`config.mk`:
```
export PLATFORM = sky130hd
export DESIGN_NAME = openrow_seq_top
export DESIGN_NICKNAME = d
export VERILOG_FILES = /design/src/rtl/openrow_seq_pkg.sv /design/src/rtl/openrow_col_arb.sv /design/src/rtl/openrow_bank_seq.sv /design/src/rtl/openrow_seq_top.sv
export SDC_FILE = /design/constraint.sdc
export NUM_CORES = 1
export LEC_CHECK = 0
export BUFFER_PORTS_ARGS = -buffer_cell sky130_fd_sc_hd__buf_4
export CORE_ASPECT_RATIO = 1.4
export CORE_MARGIN = 5
export CORE_UTILIZATION = 41
export CTS_BUF_LIST = sky130_fd_sc_hd__clkbuf_16
export DETAILED_ROUTE_END_ITERATION = 8
export PLACE_DENSITY = 0.68
export SETUP_SLACK_MARGIN = 0.5
export SYNTH_ARGS = -nofsm -noshare
export SYNTH_HDL_FRONTEND = slang
export SYNTH_SLANG_ARGS = --single-unit
```
`constraint.sdc`:
```
create_clock -name clk -period 1.8 [get_ports clk]
set_input_delay 0 -clock clk [delete_from_list [all_inputs] [get_ports clk]]
set_output_delay 0 -clock clk [all_outputs]
set_load 0.02 [all_outputs]
```
`src/rtl/openrow_seq_pkg.sv`:
```
package openrow_seq_pkg;
  localparam int NUM_BANKS = 2;

  typedef enum logic [2:0] {
    BS_IDLE,
    BS_PRE,
    BS_ACT,
    BS_CREQ,
    BS_COL
  } bank_state_t;
endpackage

```
`src/rtl/openrow_col_arb.sv`:
```
module openrow_col_arb
  import openrow_seq_pkg::*;
(
  input  logic                 clk,
  input  logic                 rst,
  input  logic [NUM_BANKS-1:0] req,
  input  logic                 busy,
  output logic [NUM_BANKS-1:0] gnt
);
  logic last_q;

  always_comb begin
    gnt = '0;
    if (!busy) begin
      if (req == 2'b11) gnt[~last_q] = 1'b1;
      else              gnt = req;
    end
  end

  always_ff @(posedge clk) begin
    if (rst)       last_q <= 1'b1;
    else if (|gnt) last_q <= gnt[1];
  end

  assert_gnt_onehot_R5: assert property (@(posedge clk) disable iff (rst)
    $onehot0(gnt));
  assert_gnt_needs_req_R5: assert property (@(posedge clk) disable iff (rst)
    (gnt & ~req) == '0);
  assert_tie_alternates_R8: assert property (@(posedge clk) disable iff (rst)
    (req == 2'b11 && !busy) |=> (last_q != $past(last_q)));
endmodule

```
`src/rtl/openrow_bank_seq.sv`:
```
module openrow_bank_seq
  import openrow_seq_pkg::*;
#(
  parameter int ROW_W   = 12,
  parameter int COL_W   = 6,
  parameter int PRE_CYC = 3,
  parameter int ACT_CYC = 3,
  parameter int COL_CYC = 1
) (
  input  logic             clk,
  input  logic             rst,
  input  logic             accept,
  input  logic [ROW_W-1:0] acc_row,
  input  logic [COL_W-1:0] acc_col,
  input  logic             col_gnt,
  output logic             idle,
  output logic             col_req,
  output logic             col_hold,
  output logic             col_active,
  output logic             col_done,
  output logic [COL_W-1:0] cur_col
);
  localparam int MAX_A    = (PRE_CYC > ACT_CYC) ? PRE_CYC : ACT_CYC;
  localparam int MAX_C    = (MAX_A > COL_CYC) ? MAX_A : COL_CYC;
  localparam int CNT_W    = $clog2(MAX_C + 1);
  localparam int COL_LOAD = (COL_CYC > 1) ? COL_CYC - 2 : 0;

  bank_state_t      st;
  logic [CNT_W-1:0] cnt;
  logic [ROW_W-1:0] row_q;
  logic             row_vld;
  logic             hit;

  assign hit        = row_vld && (row_q == acc_row);
  assign idle       = (st == BS_IDLE);
  assign col_req    = (st == BS_CREQ);
  assign col_hold   = (st == BS_COL);
  assign col_active = (col_req && col_gnt) || col_hold;
  assign col_done   = (col_req && col_gnt && COL_CYC == 1) ||
                      (col_hold && cnt == '0);

  always_ff @(posedge clk) begin
    if (rst) begin
      st      <= BS_IDLE;
      cnt     <= '0;
      row_q   <= '0;
      row_vld <= 1'b0;
      cur_col <= '0;
    end else begin
      case (st)
        BS_IDLE: if (accept) begin
          row_q   <= acc_row;
          row_vld <= 1'b1;
          cur_col <= acc_col;
          if (hit) st <= BS_CREQ;
          else begin
            st  <= BS_PRE;
            cnt <= CNT_W'(PRE_CYC - 1);
          end
        end
        BS_PRE: if (cnt == '0) begin
          st  <= BS_ACT;
          cnt <= CNT_W'(ACT_CYC - 1);
        end else cnt <= cnt - 1'b1;
        BS_ACT: if (cnt == '0) st <= BS_CREQ;
                else cnt <= cnt - 1'b1;
        BS_CREQ: if (col_gnt) begin
          if (COL_CYC == 1) st <= BS_IDLE;
          else begin
            st  <= BS_COL;
            cnt <= CNT_W'(COL_LOAD);
          end
        end
        BS_COL: if (cnt == '0) st <= BS_IDLE;
                else cnt <= cnt - 1'b1;
        default: st <= BS_IDLE;
      endcase
    end
  end

  assert_hit_to_column_R3: assert property (@(posedge clk) disable iff (rst)
    (accept && hit) |=> (st == BS_CREQ));
  assert_miss_to_precharge_R2: assert property (@(posedge clk) disable iff (rst)
    (accept && !hit) |=> (st == BS_PRE));
  assert_row_update_R9: assert property (@(posedge clk) disable iff (rst)
    accept |=> (row_vld && row_q == $past(acc_row)));
  assert_row_kept_R9: assert property (@(posedge clk) disable iff (rst)
    !accept |=> $stable(row_q));
endmodule

```
`src/rtl/openrow_seq_top.sv`:
```
module openrow_seq_top
  import openrow_seq_pkg::*;
#(
  parameter int ROW_W   = 12,
  parameter int COL_W   = 6,
  parameter int PRE_CYC = 3,
  parameter int ACT_CYC = 3,
  parameter int COL_CYC = 1
) (
  input  logic             clk,
  input  logic             rst,
  input  logic             req_valid,
  input  logic [COL_W-1:0] req_col,
  input  logic [ROW_W-1:0] req_row,
  input  logic             req_bank,
  output logic             req_ack,
  output logic             done_valid,
  output logic             done_bank,
  output logic [COL_W-1:0] done_col
);
  logic [NUM_BANKS-1:0] idle_vec, creq_vec, hold_vec, act_vec, cdone_vec, gnt_vec;
  logic [COL_W-1:0]     cur_col [NUM_BANKS];

  assign req_ack = req_valid && idle_vec[req_bank];

  for (genvar b = 0; b < NUM_BANKS; b++) begin : g_bank
    openrow_bank_seq #(
      .ROW_W(ROW_W), .COL_W(COL_W),
      .PRE_CYC(PRE_CYC), .ACT_CYC(ACT_CYC), .COL_CYC(COL_CYC)
    ) u_seq (
      .clk       (clk),
      .rst       (rst),
      .accept    (req_ack && (req_bank == 1'(b))),
      .acc_row   (req_row),
      .acc_col   (req_col),
      .col_gnt   (gnt_vec[b]),
      .idle      (idle_vec[b]),
      .col_req   (creq_vec[b]),
      .col_hold  (hold_vec[b]),
      .col_active(act_vec[b]),
      .col_done  (cdone_vec[b]),
      .cur_col   (cur_col[b])
    );
  end

  openrow_col_arb u_arb (
    .clk (clk),
    .rst (rst),
    .req (creq_vec),
    .busy(|hold_vec),
    .gnt (gnt_vec)
  );

  always_ff @(posedge clk) begin
    if (rst) begin
      done_valid <= 1'b0;
      done_bank  <= 1'b0;
      done_col   <= '0;
    end else begin
      done_valid <= |cdone_vec;
      done_bank  <= cdone_vec[1];
      done_col   <= cdone_vec[1] ? cur_col[1] : cur_col[0];
    end
  end

  assert_col_exclusive_R5: assert property (@(posedge clk) disable iff (rst)
    $onehot0(act_vec));
  assert_ack_makes_busy_R6: assert property (@(posedge clk) disable iff (rst)
    req_ack |=> !idle_vec[$past(req_bank)]);
  assert_done_follows_col_R7: assert property (@(posedge clk) disable iff (rst)
    (|cdone_vec) |=> done_valid);
  assert_done_needs_col_R7: assert property (@(posedge clk) disable iff (rst)
    !(|cdone_vec) |=> !done_valid);
endmodule

```
==> flow_metrics.py <==
metrics = {
    "timing": {
        "report.final.hold_viol_count": 1,
        "worst_clock_skew_ns": 0.00728,
        "report.final.slew_viol_count": 0,
        "achievable_freq_mhz": 620,
        "final.setup.worst_slack_ns": 0.187,
        "layout_worst_path_cycle_share": 0.896,
        "timing_worst_slew_pin_value_ns": 0.483,
        "setup_tns_ns": 0,
        "timing.hold.ws_ns": -0.0211,
        "setup_failing_eps_final": 0,
        "finalWorstPathRequiredPeriod_ns": 1.61,
        "max_slew_margin": 0.678,
        "grt_setup_unrepaired": "true",
    },
    "cts": {
        "cts-root-to-sink-buffers": 2,
        "cts_tree": "built",
        "worstSkewPairLatency_ns": 0.30,
        "cts_max_level": 2,
        "cts_made_buffers": 5,
        "cts_root_buf": "sky130_fd_sc_hd__clkbuf_16",
        "cts.clk_slew.worst_paths_ns": 0.08,
        "cts_sinks": 55,
    },
    "route": {
        "detail_route.first_pass.iterations": 4,
        "num_vias": 2456,
        "ant_nets": 0,
        "number_of_vias_per_cell": 5.35,
        "routed_wl_mm": 7.52,
        "route.detailed.wl_per_inst_um": 16.4,
        "iteration_0_drc_markers": 144,
        "drt_drc_violations_left": 0,
    },
    "synthesis": {
        "synth_compound_gate_area_share": 0.135,
        "syn-cell-area_um2": 2520,
        "asyncSetResetFlopFracSynth": 0,
        "synthMuxAreaShare": 0.0278,
        "synth_fp_nets": 343,
        "post_synth_and_or_nand_nor_area_fraction": 0.219,
        "post_synth.cell_area_avg_um2": 8.15,
        "yosysSeqAreaShare": 0.437,
        "edff_count_synth": 0,
        "largest_family_of_logic_cells_by_synthesized_area": "simple AND/OR/NAND/NOR gates",
        "synth_adder_area_share": 0.0596,
        "synth_xor_area_frac": 0.0835,
        "synth.largest_area_cell": "sky130_fd_sc_hd__dfxtp_1",
        "synthesis.instances": 309,
        "synth_cell_types": 36,
        "ys_flop_type": "sky130_fd_sc_hd__dfxtp_1",
        "synth_top_area_share": 0.437,
        "synth.yosys.warnings": 0,
        "synth.area.top_cells": "sky130_fd_sc_hd__dfxtp_1 44%, sky130_fd_sc_hd__nand2_1 12%, sky130_fd_sc_hd__xnor2_1 8.3%, sky130_fd_sc_hd__a21oi_1 8.1%, sky130_fd_sc_hd__ha_1 6.0%",
        "ys_seq_elements": 55,
    },
    "placement": {
        "port_buffers": 30,
        "placedCellCount": 400,
        "routabilityCongestion": 0.818,
        "hpwlAfterDp_mm": 3.74,
        "detailed_place.area_um2": 2870,
        "dp_worst_setup_slack_ns": 0.207,
    },
    "job": {
        "drv_cap": 0,
    },
    "pwr": {
        "report.power.total_mw": 3.26,
        "vdd.ir_drop.worst_uv": 707,
        "power_density_nw_per_um2": 812,
        "p_leak_nw": 1.49,
    },
    "worst_hold_path": {
        "holdCritPathClass": "input port to flip-flop",
    },
    "setup_path": {
        "critical_path_peak_fanout": 3,
        "critPathRequiredTime_ns": 2.01,
        "worst-endpoint-arrival_ns": 1.82,
        "crit_family": "simple AND/OR/NAND/NOR gates",
        "end_kind": "flip-flop",
        "cp_cell_sequence": "xnor2_2 > nand4_1 > nor4_1 > buf_4 > nor2_1 > o31ai_1",
        "type_of_the_worst_setup_path": "flip-flop to flip-flop",
        "crit_slowest_cell": "sky130_fd_sc_hd__nor4_1",
        "startpoint_kind_of_the_worst_setup_timing_path": "flip-flop",
        "timing.critical_path.slowest_cell_delay_ns": 0.35,
        "worstPathBufferInverterCount": 1,
    },
    "floorplanning": {
        "io_pins": 31,
        "floorplan.die_area_um2": 7830,
        "chipHeight_um": 103,
        "num_rows": 33,
        "fp.coreArea_um2": 5900,
        "initial_utilization": 0.427,
        "die_width_um": 76.2,
    },
    "global_routing": {
        "global_route.usage.total": 0.173,
        "grt_max_degree": 44,
        "grt_pass1_vias": 2375,
        "grt_first_pass_wirelength_mm": 11.0,
        "globalRoute.totalOverflow": 0,
        "grt_antenna_before_repair": 0,
    },
    "layout": {
        "utilization": 0.679,
        "diodes": 0,
        "final_layout_size_suffix_gt1_frac": 0.486,
        "finalNetCount": 422,
        "final_area_um2": 4010,
        "final_cell_count_no_fill": 459,
        "area_delta_synth_final_pct": 59.3,
    },
    "status": {
        "violated_checks": "negative hold slack",
        "status": "finished, violations left",
    },
}
where the power goes:
group	total [mW]	internal [mW]	switching (mW)
sequential	1.36	1.30	0.0651
clock	1.01	0.529	0.477
combinational	0.889	0.465	0.424
total	3.26	2.29	0.966
path summary, 6_finish.rpt:
path         slack [ns]  depth (start not counted)                                       to                                    start
max                0.19                          6      g_bank[0].u_seq.cnt[0]$_SDFFE_PP0P_    g_bank[0].u_seq.row_q[7]$_SDFFE_PP0P_
min               -0.02                          3    g_bank[0].u_seq.row_q[1]$_SDFFE_PP0P_                               req_row[1]
max reg2reg        0.19                          6      g_bank[0].u_seq.cnt[0]$_SDFFE_PP0P_    g_bank[0].u_seq.row_q[7]$_SDFFE_PP0P_
min reg2reg        0.46                          2  g_bank[1].u_seq.cur_col[4]$_SDFFE_PP0P_  g_bank[1].u_seq.cur_col[4]$_SDFFE_PP0P_
registers in the layout, summed over array words and instances (netlist names):
name,cells
g_bank.u_seq.cnt,4
g_bank.u_seq.cur_col,12
g_bank.u_seq.st,4
u_arb.last_q,1
g_bank.u_seq.row_q,24
done_valid,1
done_col,6
g_bank.u_seq.row_vld,2
done_bank,1
cell usage in the layout (no fill, tap or decap), drive strengths merged, types with 7 or more instances in the layout:
cell	count
a21oi	41
buf	64
dfxtp	55
dlygate4sd3	19
ha	12
inv	10
mux2i	7
nand2	79
nand3	7
nor2	21
xnor2	24
Yosys cell counts, drive strengths merged, types with 3 or more instances:
library cell	instances
nand3	7
mux2i	7
clkbuf	13
ha	12
xnor2	24
nand4	4
a22oi	4
o21ai	4
inv	9
dfxtp	55
a21oi	41
nor2	21
o211ai	3
nand2	79
logic make-up after synthesis:
family / count (synthesis)
AND/OR/NAND/NOR: 127
AO/OA/AOI/OAI: 59
flip-flops: 55
buffers and inverters: 25
XOR/XNOR: 24
adder cells (fa/ha/maj): 12
multiplexers: 7
tightest hold or removal path, cell delays in order:
cell	delay (ns)
sky130_fd_sc_hd__buf_4	0.13
sky130_fd_sc_hd__nand2_1	0.05
sky130_fd_sc_hd__a21oi_1	0.05
what timing repair did:
action / CTS / global route
setup buffers: 16 / 9
hold buffers: 17 / 2
pin swaps: 48 / 37
cloned: 4 / 3
endpoints found under the hold margin: 35 / 2
setup endpoints to repair: 53 / 54
resized for setup: 64 / 67
layout make-up:
class                   count  area [um2]
multi-input cells         232        1770
clock buffers               5         125
well taps                  70        87.6
flip-flops and latches     55        1130
repair buffers             84         830
clock inverters             3        27.5
inverters                  10        42.5
fillers                   424        1890
per-layer routing:
layer / global-route usage / wire, um / vias up
li1: - / - / 1200
met1: 0.186 / 2840 / 1170
met5: 0 / 0 / -
met4: 0.0700 / 198 / 0
met3: 0.0315 / 369 / 15
met2: 0.332 / 4110 / 71
No activity file was read; power rests on OpenSTA's default activity.
